==> src/rtl/serial_frame_tx.sv <==
module serial_frame_tx #(
  parameter int DW  = 8,
  parameter int OSR = 16
) (
  input  logic          clk,
  input  logic          rst_n,
  input  logic          tick16,
  input  logic          tx_en,
  input  logic          wr_en,
  input  logic [DW-1:0] wr_data,
  input  logic          wr_bit8,
  input  logic          word9,
  input  logic          ie_empty,
  input  logic          ie_done,
  output logic          txd,
  output logic          buf_empty,
  output logic          tx_done,
  output logic          irq_empty,
  output logic          irq_done
);
  localparam int FW = DW + 3;
  localparam int CW = (OSR > 1) ? $clog2(OSR) : 1;
  localparam int BW = $clog2(FW + 1);

  logic [DW-1:0] hold_data;
  logic          hold_b8, hold_m9;
  logic          busy;
  logic [FW-1:0] sh;
  logic [CW-1:0] sub;
  logic [BW-1:0] bitn, last;

  wire bit_end   = busy && tick16 && (sub == CW'(OSR - 1));
  wire frame_end = tx_en && bit_end && (bitn == last);
  wire load      = tx_en && !buf_empty && (!busy || frame_end);

  assign txd       = ~busy | sh[0];
  assign irq_empty = buf_empty & ie_empty;
  assign irq_done  = tx_done & ie_done;

  always_ff @(posedge clk or negedge rst_n) begin
    if (!rst_n) begin
      hold_data <= '0;
      hold_b8   <= 1'b0;
      hold_m9   <= 1'b0;
      buf_empty <= 1'b1;
      tx_done   <= 1'b1;
      busy      <= 1'b0;
      sh        <= '1;
      sub       <= '0;
      bitn      <= '0;
      last      <= '0;
    end else begin
      if (wr_en) begin
        hold_data <= wr_data;
        hold_b8   <= wr_bit8;
        hold_m9   <= word9;
      end
      buf_empty <= wr_en ? 1'b0 : (load ? 1'b1 : buf_empty);
      tx_done   <= wr_en ? 1'b0 : ((frame_end && !load) ? 1'b1 : tx_done);
      if (!tx_en) begin
        busy <= 1'b0;
        sub  <= '0;
        bitn <= '0;
      end else if (load) begin
        sh   <= {1'b1, (hold_m9 ? hold_b8 : 1'b1), hold_data, 1'b0};
        busy <= 1'b1;
        sub  <= '0;
        bitn <= '0;
        last <= hold_m9 ? BW'(DW + 2) : BW'(DW + 1);
      end else if (frame_end) begin
        busy <= 1'b0;
      end else if (busy && tick16) begin
        if (bit_end) begin
          sub  <= '0;
          bitn <= bitn + 1'b1;
          sh   <= {1'b1, sh[FW-1:1]};
        end else begin
          sub <= sub + 1'b1;
        end
      end
    end
  end

  assert_line_high_R8: assert property (@(posedge clk) disable iff (!rst_n)
    !tx_en |=> txd);
  assert_start_low_R2: assert property (@(posedge clk) disable iff (!rst_n)
    $rose(busy) |-> !txd);
  assert_hold_bit_R2: assert property (@(posedge clk) disable iff (!rst_n)
    (busy && tx_en && !tick16) |=> $stable(txd));
  assert_write_clears_R4: assert property (@(posedge clk) disable iff (!rst_n)
    wr_en |=> (!buf_empty && !tx_done));
  assert_empty_on_load_R5: assert property (@(posedge clk) disable iff (!rst_n)
    (load && !wr_en) |=> buf_empty);
  assert_done_idle_R7: assert property (@(posedge clk) disable iff (!rst_n)
    tx_done |-> !busy);
  assert_irq_gate_R9: assert property (@(posedge clk) disable iff (!rst_n)
    (irq_done |-> tx_done) and (irq_empty |-> buf_empty));
endmodule

==> config.mk <==
export PLATFORM = sky130hd
export DESIGN_NAME = serial_frame_tx
export DESIGN_NICKNAME = d
export VERILOG_FILES = /design/src/rtl/serial_frame_tx.sv
export SDC_FILE = /design/constraint.sdc
export NUM_CORES = 1
export LEC_CHECK = 0
export ABC_AREA = 1
export BUFFER_PORTS_ARGS = -buffer_cell sky130_fd_sc_hd__buf_2
export CAP_MARGIN = 20
export CORE_MARGIN = 2
export CORE_UTILIZATION = 51
export DETAILED_ROUTE_END_ITERATION = 10
export PLACE_DENSITY = 0.81
export SKIP_CTS_REPAIR_TIMING = 1
export SYNTH_ARGS = -nofsm -noshare
export SYNTH_HDL_FRONTEND = slang
export SYNTH_SLANG_ARGS = --single-unit
==> constraint.sdc <==
create_clock -name clk -period 1.5 [get_ports clk]
set_input_delay 0.075 -clock clk [delete_from_list [all_inputs] [get_ports clk]]
set_output_delay 0.075 -clock clk [all_outputs]
set_load 0.03 [all_outputs]
* After elaboration in Yosys (flattened, before gate mapping)
Index checks and enable logic that the tools add are counted.
** Storage, ports and cells
- Bits in registers :: 36
- Input bits :: 17
- Word-level logic and storage cells :: 65
** Operators by class
- Bitwise operators :: 4
- Multiplexer cells :: 23
- Reduce and logical (&&, ||, !) cells :: 19
- Add/subtract/negate cells :: 2
- Equal/unequal tests :: 7
** Operators with widths (count)
- 2-to-1 mux 11 bit :: 4
- 2-to-1 mux 4 bit :: 10
- != test 3 x 1 -> 1 bit, second input constant :: 3
- adder 4 x 1 -> 4 bit, second input constant :: 2
- 2-to-1 mux 1 bit :: 8
- nonzero test 2 bit :: 4
- logical AND 1 bit :: 7
- == test 4 bit :: 1
- == test 4 bit, second input constant :: 1
- AND reduction 2 bit :: 2
- AND reduction 4 bit :: 1
- zero test 1 bit :: 3
- != test 3 x 2 -> 1 bit, second input constant :: 1
- AND reduction 3 bit :: 1
- AND 1 bit :: 2
- 2-to-1 mux 2 bit :: 1
- != test 2 x 1 -> 1 bit, second input constant :: 1
- logical OR 1 bit :: 1
- NOT 1 bit :: 1
- OR 1 bit :: 1

* Longest topological paths before layout
- Depth in word-level cells :: 10
- Depth in mapped cells :: 13
- Depth with buffers taken out :: 11

* Worst setup path after synthesis
OpenSTA, ideal clock, no wires.
- Path kind :: register to register
- Start :: register buf_empty
- End :: register sh[1]
- Library setup time :: 60 ps
- Arrival time :: 1366 ps
- Cell stages (with the launch flop) :: 8
- Period minus slack after synthesis :: 1426 ps
- Setup slack :: 74 ps
- Cell sequence :: dfstp_2 -> nor2_4 -> a21oi_1 -> inv_1 -> nand4_1 -> buf_4 -> nand2_1 -> nand2_1
** On the way
- Longest elaborated chain between the ends :: 5
- Elaborated cells between the ends (all ways) :: 8
** Ends and longest elaborated chain
- start, declared :: line 16 : output logic buf_empty,
- start signal, assigned :: line 58 : buf_empty <= wr_en ? 1'b0 : (load ? 1'b1 : buf_empty);
- zero test 1 bit * :: line 34 : wire load = tx_en && !buf_empty && (!busy || frame_end);
- logical AND 1 bit * (2 in series) :: line 34
- != test 2 x 1 -> 1 bit (no source line) or nonzero test 2 bit (tied branches)
- AND reduction 4 bit (no source line)
- end signal, assigned :: line 65 : sh <= {1'b1, (hold_m9 ? hold_b8 : 1'b1), hold_data, 1'b0};
- end signal, assigned :: line 76 : sh <= {1'b1, sh[FW-1:1]};
- end, declared :: line 28 : logic [FW-1:0] sh;
Every way passes the cells marked *; elsewhere a longest branch is shown, timed or not.
A chain may end at the register's enable or synchronous reset.

* Worst setup path after layout
- Start :: register sub[1]
- End :: register sh[3]
** On the way
- Longest elaborated chain between the ends :: 8
- Elaborated cells between the ends (all ways) :: 11
** Ends and longest elaborated chain
- start, declared :: line 29 : logic [CW-1:0] sub;
- start signal, assigned :: line 78 : sub <= sub + 1'b1;
- == test 4 bit * :: line 32 : wire bit_end = busy && tick16 && (sub == CW'(OSR - 1));
- logical AND 1 bit * :: line 32
- logical AND 1 bit (2 in series) :: line 33 : wire frame_end = tx_en && bit_end && (bitn == last);
- logical OR 1 bit :: line 34
- logical AND 1 bit :: line 34
- != test 2 x 1 -> 1 bit (no source line) or nonzero test 2 bit (tied branches)
- AND reduction 4 bit (no source line)
Marked as above.

==> metrics <==
share of layout cells above drive strength 1=0.357; CTS tree=done; clk root buf=clkbuf_4; synth unique cells=24; die area=roughly 0.0038 mm^2; worst slew pin tran=between 0.7 and 0.8 ns; die width=between 60 and 70 um; net count reported at finish=between 200 and 300; Setup WS post-layout=-0.0500 ns; syn avg cell area=around 8.3 um^2; routed len/inst=roughly 13 um; Yosys top cell by area=dfrtp_1; Top cell by count, worst path=nand2_1; max_slew headroom=0.514; CTS buffer count=5; post-route ant nets=0; GRT overflow=0; unrepaired setup endpoints after global routing=true; Final Util=0.714; Total Routing Usage GR=0.209; initial antenna violation count=0; met1 GRT Util=0.279; slowest stage delay, CP=about 0.37 ns; GR Layer Usage met2=0.334; top-area cell type share of the netlist area=0.324; IR drop worst, VDD=slightly above 800 uV; drt initial violations=between 60 and 70; Leakage Power=roughly 0.0011 uW; fill count=~220; Worst-Skew Late Latency=0.34 ns; Post-Route WL=about 3.9 mm; DRC viols=0; total of max-cap violations=0; clk sinks=34; met3 Track Usage GR=0.0497; slowest stage cell, crit path=dfrtp_1; vias in the first global route=1322; Final period util=1.03; Mapped Cells=~200; I/O pin cnt=22; Hold Crit Depth=3; critical path fanouts, max=5; status=complete, but fails checks; worst-path cell chain=ha_2, nand3_4, nor2_4, nand3_2, nand2_2, nand2_4, buf_4, nand2_1, nand2_1, nand2_1, nand2_1; Synth Warn #=0; clock slew seen by the registers of the worst setup and hold paths=roughly 0.12 ns; post-synthesis sequential area ratio=0.510; Power Density=around 1000 mW/mm^2; initial cell density of the core=0.548; final period demand of the worst path=~1.5 ns; critical path required time=roughly 1.8 ns; Buf+Inv Stages, Crit Path=1; largest net degree at the start of global routing=35; first drt pass iteration count=4; Critical Path Source Type=flop; Area growth, synth to finish=30.3%; Core ar.=approximately 0.0031 mm^2; Worst setup EP type=flop; maximum clock rate=about 650 MHz; GRT Max-Usage Layer=met2; diodes inserted=0; setup violators final=15; Final Hold Fails=0; synthesized cell area=between 0.0015 and 0.002 mm^2; dpl ws=-0.00802 ns; Crit Path Class=reg2reg; clock buffer depth=2; standard-cell rows=20; port bufs=21; DR vias=about 1500; DP HPWL=around 2.3 mm; Hold Path Class=in2reg; crit path DAT=between 1.5 and 2 ns; failing checks=negative setup slack; die height=about 62 um; max-slew violations=0; Crit. path cell count=11; drt via density=just over 5; Final GP Congestion=0.848; WHS=between 0.02 and 0.025 ns; syn nets=223; first-pass GRT wire length=between 5 and 6 mm; largest delay contributor family on the critical path=simple AND/OR/NAND/NOR gates; worst reg2reg path depth=11; clock skew=about 0.011 ns; htree depth=2; flops & latches, synth=34; top post-synthesis cells by area=dfrtp_1 (32%), dfstp_2 (19%), nand2_1 (17%), nand3_1 (5.6%), mux2_2 (5.3%)
-- flip-flops by register name, indices dropped and copies added (netlist names), 3 cells and up --
name,count
sh,10
hold_data,8
bitn,4
sub,4
last,3
-- metal layers --
| layer | vias up | routed length [um] |
|---|---|---|
| li1 | 744 | - |
| met1 | 729 | 1640 |
| met2 | 44 | 1970 |
| met3 | 8 | 199 |
| met4 | 0 | 92 |
| met5 | - | 0 |
-- worst reg2reg max path: cells and delay by family, from the launching register on --
family	cells	cell delay (ns)
fa+ha+maj	1	0.21
buf+inv	1	0.16
flops	1	0.37
simple gates	9	0.74
-- per-stage QoR --
step | area, um^2 | total power, uW | cells | TNS (ns)
2_1_floorplan | 1700 | 1540 | 204 | 0
4_1_cts | 2000 | 2250 | 285 | -0.872
3_5_place_dp | 1940 | 1710 | 277 | -0.0251
6_report | 2210 | 2320 | 299 | -0.318
3_3_place_gp | 1940 | 1690 | 277 | 0
5_1_grt | 2210 | 2470 | 299 | -2.85
-- area by class of cell --
class	instances	area (um^2)	share of cell area
timing repair buffer	50	374	0.169
sequential	34	866	0.391
clock buffer	6	51.3	0.0232
tap	44	55.1	0.0249
clock inverter	2	12.5	0.00565
multi-input combinational	143	778	0.351
inverter	20	77.6	0.0350
-- cells in the final DEF (no fill, tap or decap), types with 2 or more instances in the layout --
master	n
mux2_2	8
dfrtp_1	22
nand4_1	3
a21oi_2	2
inv_1	16
inv_2	3
buf_6	3
nor2_4	2
nand3_4	2
xor2_1	3
nand2_1	70
buf_2	21
o21ai_0	3
nand2_2	4
clkbuf_4	5
dfstp_2	12
o21ai_1	8
dlygate4sd3_1	11
nor2_2	4
nand3_1	17
buf_4	14
nor2_1	8
o21ai_2	2
-- synth_stat cells --
cell,count
xor2_1,3
a21oi_1,3
nand2_1,75
nor2_1,10
clkbuf_1,1
nand3_2,1
dfrtp_1,22
mux2_2,8
nand3b_1,1
or2_2,1
inv_1,16
o21ai_2,1
inv_4,1
nor2_2,3
nand3_1,19
nand4_1,3
buf_4,4
o21ai_0,3
o21ai_1,9
ha_1,2
nor2_4,1
inv_2,3
buf_2,2
dfstp_2,12
-- final timing paths --
kind,from,end,slack (ns)
min reg2reg,sh[4],sh[4],0.48
min,tx_en,busy,0.02
max,sub[1],sh[3],-0.05
max reg2reg,sub[1],sh[3],-0.05
max in group asynchronous,rst_n,bitn[3],0.67
min in group asynchronous,rst_n,sub[1],0.36
-- power by group --
| group | switching [uW] | internal [uW] | leakage [uW] |
|---|---|---|---|
| Combinational | 304 | 252 | 0.000692 |
| Clock | 319 | 225 | 0.0000343 |
| Sequential | 95.1 | 1120 | 0.000396 |
-- cell families after synthesis --
logic type | count (synthesis) | synth area share
XOR/XNOR | 3 | 0.0155
multiplexers | 8 | 0.0530
buffers and inverters | 27 | 0.0714
AO/OA/AOI/OAI | 16 | 0.0493
AND/OR/NAND/NOR | 114 | 0.286
adder cells (fa/ha/maj) | 2 | 0.0147
flip-flops | 34 | 0.510
(Power assumes the default switching activity.)
